$ cat src/rtl/popcnt_pkg.sv
package popcnt_pkg;

  // First operand bit used as a spare input by the merge nodes of a level.
  // Leaves use the lowest 3*2^(logW-2) bits; each later level takes the
  // next 2^(logW-level) bits; the top bit is left for the final rank.
  function automatic int spareBase(input int logW, input int level);
    return (1 << logW) - (1 << (logW - level + 1));
  endfunction

endpackage

$ cat src/rtl/pcFullAdder.sv
module pcFullAdder (
  input  logic x,
  input  logic y,
  input  logic z,
  output logic sum,
  output logic carry
);
  assign sum   = x ^ y ^ z;
  assign carry = (x & y) | (x & z) | (y & z);
endmodule

$ cat src/rtl/pcRippleRank.sv
module pcRippleRank #(
  parameter int IN_W = 2
) (
  input  logic [IN_W-1:0] a,
  input  logic [IN_W-1:0] b,
  input  logic            cin,
  output logic [IN_W:0]   total
);
  logic [IN_W:0] chain;
  assign chain[0] = cin;

  for (genvar i = 0; i < IN_W; i++) begin : gCell
    pcFullAdder uCell (
      .x    (a[i]),
      .y    (b[i]),
      .z    (chain[i]),
      .sum  (total[i]),
      .carry(chain[i+1])
    );
  end

  assign total[IN_W] = chain[IN_W];
endmodule

$ cat src/rtl/pcCompressTree.sv
module pcCompressTree
  import popcnt_pkg::*;
#(
  parameter int LOG_W = 6,
  localparam int IN_W = (1 << LOG_W) - 1
) (
  input  logic [IN_W-1:0]  bits,
  output logic [LOG_W-1:0] partial
);
  for (genvar lv = 2; lv <= LOG_W; lv++) begin : gLvl
    localparam int NODES = 1 << (LOG_W - lv);
    logic [NODES-1:0][lv-1:0] nodeSum;

    if (lv == 2) begin : gLeaf
      for (genvar j = 0; j < NODES; j++) begin : gNode
        pcFullAdder uLeaf (
          .x    (bits[3*j]),
          .y    (bits[3*j+1]),
          .z    (bits[3*j+2]),
          .sum  (nodeSum[j][0]),
          .carry(nodeSum[j][1])
        );
      end
    end else begin : gMerge
      localparam int SPARE = spareBase(LOG_W, lv);
      for (genvar j = 0; j < NODES; j++) begin : gNode
        pcRippleRank #(.IN_W(lv - 1)) uMerge (
          .a    (gLvl[lv-1].nodeSum[2*j]),
          .b    (gLvl[lv-1].nodeSum[2*j+1]),
          .cin  (bits[SPARE+j]),
          .total(nodeSum[j])
        );
      end
    end
  end

  assign partial = gLvl[LOG_W].nodeSum[0];
endmodule

$ cat src/rtl/pcOutStage.sv
module pcOutStage #(
  parameter int W       = 7,
  parameter bit REG_OUT = 1'b1
) (
  input  logic         clk,
  input  logic         rstN,
  input  logic [W-1:0] nextCount,
  output logic [W-1:0] count
);
  if (REG_OUT) begin : gReg
    always_ff @(posedge clk or negedge rstN) begin
      if (!rstN) count <= '0;
      else       count <= nextCount;
    end
  end else begin : gComb
    assign count = nextCount;
  end
endmodule

$ cat src/rtl/popcnt64.sv
module popcnt64 #(
  parameter int LOG_W   = 6,
  parameter bit REG_OUT = 1'b1,
  localparam int DATA_W = 1 << LOG_W,
  localparam int CNT_W  = LOG_W + 1
) (
  input  logic              clk,
  input  logic              rstN,
  input  logic [DATA_W-1:0] operand,
  output logic [CNT_W-1:0]  count
);
  logic [LOG_W-1:0] lowCount;
  logic [CNT_W-1:0] fullCount;

  pcCompressTree #(.LOG_W(LOG_W)) uTree (
    .bits   (operand[DATA_W-2:0]),
    .partial(lowCount)
  );

  pcRippleRank #(.IN_W(LOG_W)) uFinal (
    .a    (lowCount),
    .b    ('0),
    .cin  (operand[DATA_W-1]),
    .total(fullCount)
  );

  pcOutStage #(.W(CNT_W), .REG_OUT(REG_OUT)) uOut (
    .clk      (clk),
    .rstN     (rstN),
    .nextCount(fullCount),
    .count    (count)
  );
endmodule

$ cat config.mk
export PLATFORM = sky130hd
export DESIGN_NAME = popcnt64
export DESIGN_NICKNAME = d
export VERILOG_FILES = /design/src/rtl/popcnt_pkg.sv /design/src/rtl/pcFullAdder.sv /design/src/rtl/pcRippleRank.sv /design/src/rtl/pcCompressTree.sv /design/src/rtl/pcOutStage.sv /design/src/rtl/popcnt64.sv
export SDC_FILE = /design/constraint.sdc
export NUM_CORES = 1
export LEC_CHECK = 0
export CAP_MARGIN = 20
export CORE_MARGIN = 2
export CORE_UTILIZATION = 40
export CTS_CLUSTER_DIAMETER = 120
export DETAILED_ROUTE_END_ITERATION = 10
export DONT_BUFFER_PORTS = 1
export SLEW_MARGIN = 20
export SYNTH_ARGS = -nofsm -noshare
export SYNTH_HDL_FRONTEND = slang
export SYNTH_SLANG_ARGS = --single-unit
$ cat constraint.sdc
create_clock -name clk -period 0.9 [get_ports clk]
set_input_delay 0.27 -clock clk [delete_from_list [all_inputs] [get_ports clk]]
set_output_delay 0.27 -clock clk [all_outputs]
set_load 0.02 [all_outputs]
Word-level counts from Yosys, hierarchy flattened
Cells that the tools add are included.
Widths: inputs -> output; s select.
{"block": "classes", "add_sub_neg": 0, "multipliers": 0, "n_div": 0, "magnitude_cmp": 0, "n_eq_ne": 0, "n_shift": 0, "n_mux": 0, "bitwise": 411, "n_reduce_logical": 0}
{"op": "$and 1x1->1", "count": 177}
{"op": "$xor 1x1->1", "count": 120}
{"op": "$or 1x1->1", "count": 114}
{"block": "totals", "ff_bits": 7, "latch_bits": 0, "ram_bits": 0, "mem_bits_ro": 0, "out_inout_bits": 7, "elab_cells": 412, "n_memories": 0}

Depth between registers and ports, before layout
{"block": "logic_depth", "word_depth": 24, "mapped_depth": 19, "ltp_nobuf": 19}

Hierarchy
A second synthesis with hierarchy kept.
{"block": "hier_totals", "cells_unflattened": 87, "area_unflattened_um2": 1560.2}
{"module": "pcFullAdder", "instances": 63, "cells_each": 1, "area_each_um2": 20.0, "seq_area_each_um2": 0.0}
{"module": "pcOutStage", "instances": 1, "cells_each": 7, "area_each_um2": 175.2, "seq_area_each_um2": 175.2}
{"module": "pcRippleRank", "instances": 16, "cells_each": 1, "area_each_um2": 7.5, "seq_area_each_um2": 0.0}
{"module": "popcnt64", "instances": 1, "cells_each": 1, "area_each_um2": 3.8, "seq_area_each_um2": 0.0}

Least setup slack after synthesis
No wires, ideal clock.
{"block": "synth_path", "path_type": "input to register", "from": "input port operand[6]", "to": "register uOut.count[5]", "setup_time_ps": 126, "arrival_ps": 4883, "slack_ps": -4109, "stages": 19, "n_path_buf": 0, "path_cell_list": "inv_1 -> fa_1 -> inv_1 -> fa_1 -> fa_1 -> inv_1 -> fa_1 -> fa_1 -> inv_1 -> fa_1 -> inv_1 -> fa_1 -> inv_1 -> fa_1 -> inv_1 -> fa_1 -> inv_1 -> ha_1 -> ha_1"}
{"block": "synth_via", "elab_chain_len": 24, "elab_cells_between_ends": 106, "classes_between": "bitwise: 106"}
{"element": "start: declaration", "line": "popcnt64.sv:9", "source": "input logic [DATA_W-1:0] operand,"}
{"element": "$xor 1x1->1 (8 in a row)", "line": "pcFullAdder.sv:8", "source": "assign sum = x ^ y ^ z;"}
{"element": "$and 1x1->1", "line": "pcFullAdder.sv:9", "source": "assign carry = (x & y) | (x & z) | (y & z);"}
{"element": "$or 1x1->1 (2 in a row)", "line": "pcFullAdder.sv:9"}
{"element": "$and 1x1->1", "line": "pcFullAdder.sv:9"}
{"element": "$or 1x1->1 (2 in a row)", "line": "pcFullAdder.sv:9"}
{"element": "$and 1x1->1", "line": "pcFullAdder.sv:9"}
{"element": "$or 1x1->1 (2 in a row)", "line": "pcFullAdder.sv:9"}
{"element": "$and 1x1->1", "line": "pcFullAdder.sv:9"}
{"element": "$or 1x1->1 (2 in a row)", "line": "pcFullAdder.sv:9"}
{"element": "$and 1x1->1", "line": "pcFullAdder.sv:9"}
{"element": "$or 1x1->1 (2 in a row)", "line": "pcFullAdder.sv:9"}
{"element": "$xor 1x1->1 *", "line": "pcFullAdder.sv:8"}
{"element": "net uFinal.gCell[5].uCell.sum", "line": "pcFullAdder.sv:5", "source": "output logic sum,"}
{"element": "end signal: assignment", "line": "pcOutStage.sv:13", "source": "else count <= nextCount;"}
{"element": "end: declaration", "line": "pcOutStage.sv:8", "source": "output logic [W-1:0] count"}
The timed path passes the listed nets; every way through them passes the cells marked *.

Worst setup path after layout
Same ends and word-level chain as after synthesis.

==> out/qor.tcl <==
set qor(run_status) {finished, violations left}
set qor(failed_checks) {negative setup slack}
set qor(max_slew_headroom_at_the_worst_pin_pct) 79.10
set qor(viasPerCell) 4.317
set qor(cts_buffers) 3
set qor(fin_area_um2) 1899
set qor(synthAdderAreaFrac_pct) 71.89
set qor(effective_utilization_at_floorplan_pct) 41.99
set qor(crit_arrival_ns) 4.82
set qor(finalWeightedCongestion) 0.6661
set qor(largest_register_ff_count) 7
set qor(holdWs_ns) 0.1764
set qor(tritoncts_clock_tree) {built}
set qor(core_area_um2) 4029
set qor(finalHoldViolCount) 0
set qor(setup_violations) 14
set qor(place_area_um2) 1809
set qor(drc) 0
set qor(die_height_um) 69.03
set qor(timing.critical_path.required_ns) 1.01
set qor(final_min_period_over_clock_period_pct) 523.9
set qor(yosys-mux-area-fraction_pct) 0
set qor(timing_worst_setup_path_type) {input port to register}
set qor(placement.setup.worst_slack_ns) -4.123
set qor(pin_count) 73
set qor(commonest_non_fill_non_tap_cell_in_the_layout) {inv_1}
set qor(layout.cells.most_common_list) {52 x inv_1, 41 x fa_1, 25 x inv_2}
set qor(synth_top_cells_by_area) {fa_1 67%, inv_1 18%, dfrtp_1 10%, ha_1 4.4%}
set qor(fp.dieArea_um2) 4765
set qor(critPathLaunchType) {input port}
set qor(end_kind) {register}
set qor(synthesis.instances) 150
set qor(clk_transition_reported_paths_ns) 0.04
set qor(syn-cell-area_um2) 1692
set qor(grt_max_degree) 8
set qor(cts_buffer_depth) 2
set qor(grt.total_usage_pct) 11.29
set qor(ys_seq_area_share_pct) 10.36
set qor(critical_path_peak_fanout) 1
set qor(detail_route.first_pass.iterations) 3
set qor(post_synth_xor_area_fraction_pct) 0
set qor(largest_family_of_logic_cells_by_synthesized_area) {adder cells}
set qor(hold_depth) 1
set qor(die_width_um) 69.03
set qor(cts_root_buffer) {clkbuf_8}
set qor(footprint_of_the_multi_input_gates_um2) 1284
set qor(final.setup.tns_ns) -22.71
set qor(yosys_warnings) 0
set qor(post_cts.repair.setup_buffers) 0
set qor(globalRoute.totalOverflow) 0
set qor(core_rows) 23
set qor(avgRoutedWirePerCell_um) 12.27
set qor(top_register) {uOut.count}
set qor(ys_ff_latch) 7
set qor(number_of_global_route_vias_before_repair) 1074
set qor(drt_first_iter_violations) 5
set qor(dr_total_vias) 885
set qor(reg.largest.list) {uOut.count (7)}
set qor(place.port_buffers) 0
set qor(htree_levels) 1
set qor(yosys.area_share.simple_pct) 0
set qor(netlist-cell-type-count) 4
set qor(yosysTopAreaCellShare_pct) 67.46
set qor(final.setup.worst_slack_ns) -3.815
set qor(totalWireLength_um) 2515
set qor(min_period_ns) 4.715
set qor(wire_length_of_the_first_global_routing_pass_um) 4305
set qor(drive_above_1_share_pct) 34.84
set qor(layout_overhead_on_the_synthesized_area_pct) 12.28
set qor(maxCapViolCount) 0
set qor(pins_over_their_slew_limit) 0
set qor(postSynthAreaPerCell_um2) 11.28
set qor(tightest_slew_ns) 0.3125
set qor(number_of_diodes) 0
set qor(holdCritPathClass) {input port to register}
set qor(area.sequential_um2) 180.2
set qor(tritoncts_num_sinks) 7
set qor(grt_antenna_before_repair) 0
set qor(grt_setup_unrepaired) {true}
set qor(highest_attainable_clock_frequency_mhz) 212.1
set qor(postSynthNetCount) 279
set qor(n_fill_cell) 384
set qor(ant_nets) 0
set qor(synth_compound_area_share_pct) 0
set qor(nets) 285
set qor(dp_hpwl_um) 2566
set qor(yosysTopAreaCell) {fa_1}
-- Yosys cell counts --
| library cell | count |
|---|---|
| ha_1 | 6 |
| inv_1 | 80 |
| dfrtp_1 | 7 |
| fa_1 | 57 |
-- cell families (layout without fill, tap and decap cells) --
| kind of cell | after synthesis | count (layout) |
|---|---|---|
| buffers and inverters | 80 | 85 |
| adders and majority gates | 63 | 63 |
| DFF | 7 | 7 |
-- stage by stage --
step                instances  util (%)
floorplan                 150         -
global placement          200     44.91
detailed placement        200     44.91
CTS                       205     46.37
global route              205     47.14
finish                    205     47.14
-- repair_timing --
action                                 4_1_cts  5_1_grt
endpoints found under the hold margin        7        0
resized for setup                            5       21
pin swaps                                    3       10
hold buffers                                 1        0
setup endpoints to repair                   14       14
-- path summary, 6_finish.rpt --
kind / from / to
max in group asynchronous: rstN / uOut.count[6]
worst min-delay path: operand[63] / uOut.count[0]
min in group asynchronous: rstN / uOut.count[2]
worst max-delay path: operand[6] / uOut.count[5]
-- worst max-delay path, stage by stage --
cell   delay, ns
inv_8       0.01
fa_1        0.54
inv_2       0.04
fa_2        0.35
fa_1        0.50
inv_2       0.04
fa_2        0.35
fa_1        0.51
inv_2       0.05
fa_1        0.54
inv_2       0.04
fa_2        0.37
inv_2       0.06
fa_1        0.15
inv_1       0.05
fa_1        0.47
inv_1       0.04
ha_2        0.17
ha_1        0.26
-- area by class of cell --
cell class	instances	area share (%)
multi-input cells	63	67.59
inverters	80	16.73
flip-flops and latches	7	9.486
well taps	50	3.294
repair buffers	1	0.5270
clock buffers	4	2.372
-- per-layer routing --
metal	vias to the layer above	track usage [%]	share of wire [%]
li1	385	-	-
met1	459	11.07	30
met2	38	22.76	61
met3	3	2.778	7.2
met4	0	3.268	0.99
met5	-	0	0
Power is not shown: default switching activity piles up to over one toggle a cycle in this logic, so the estimate is an artifact.
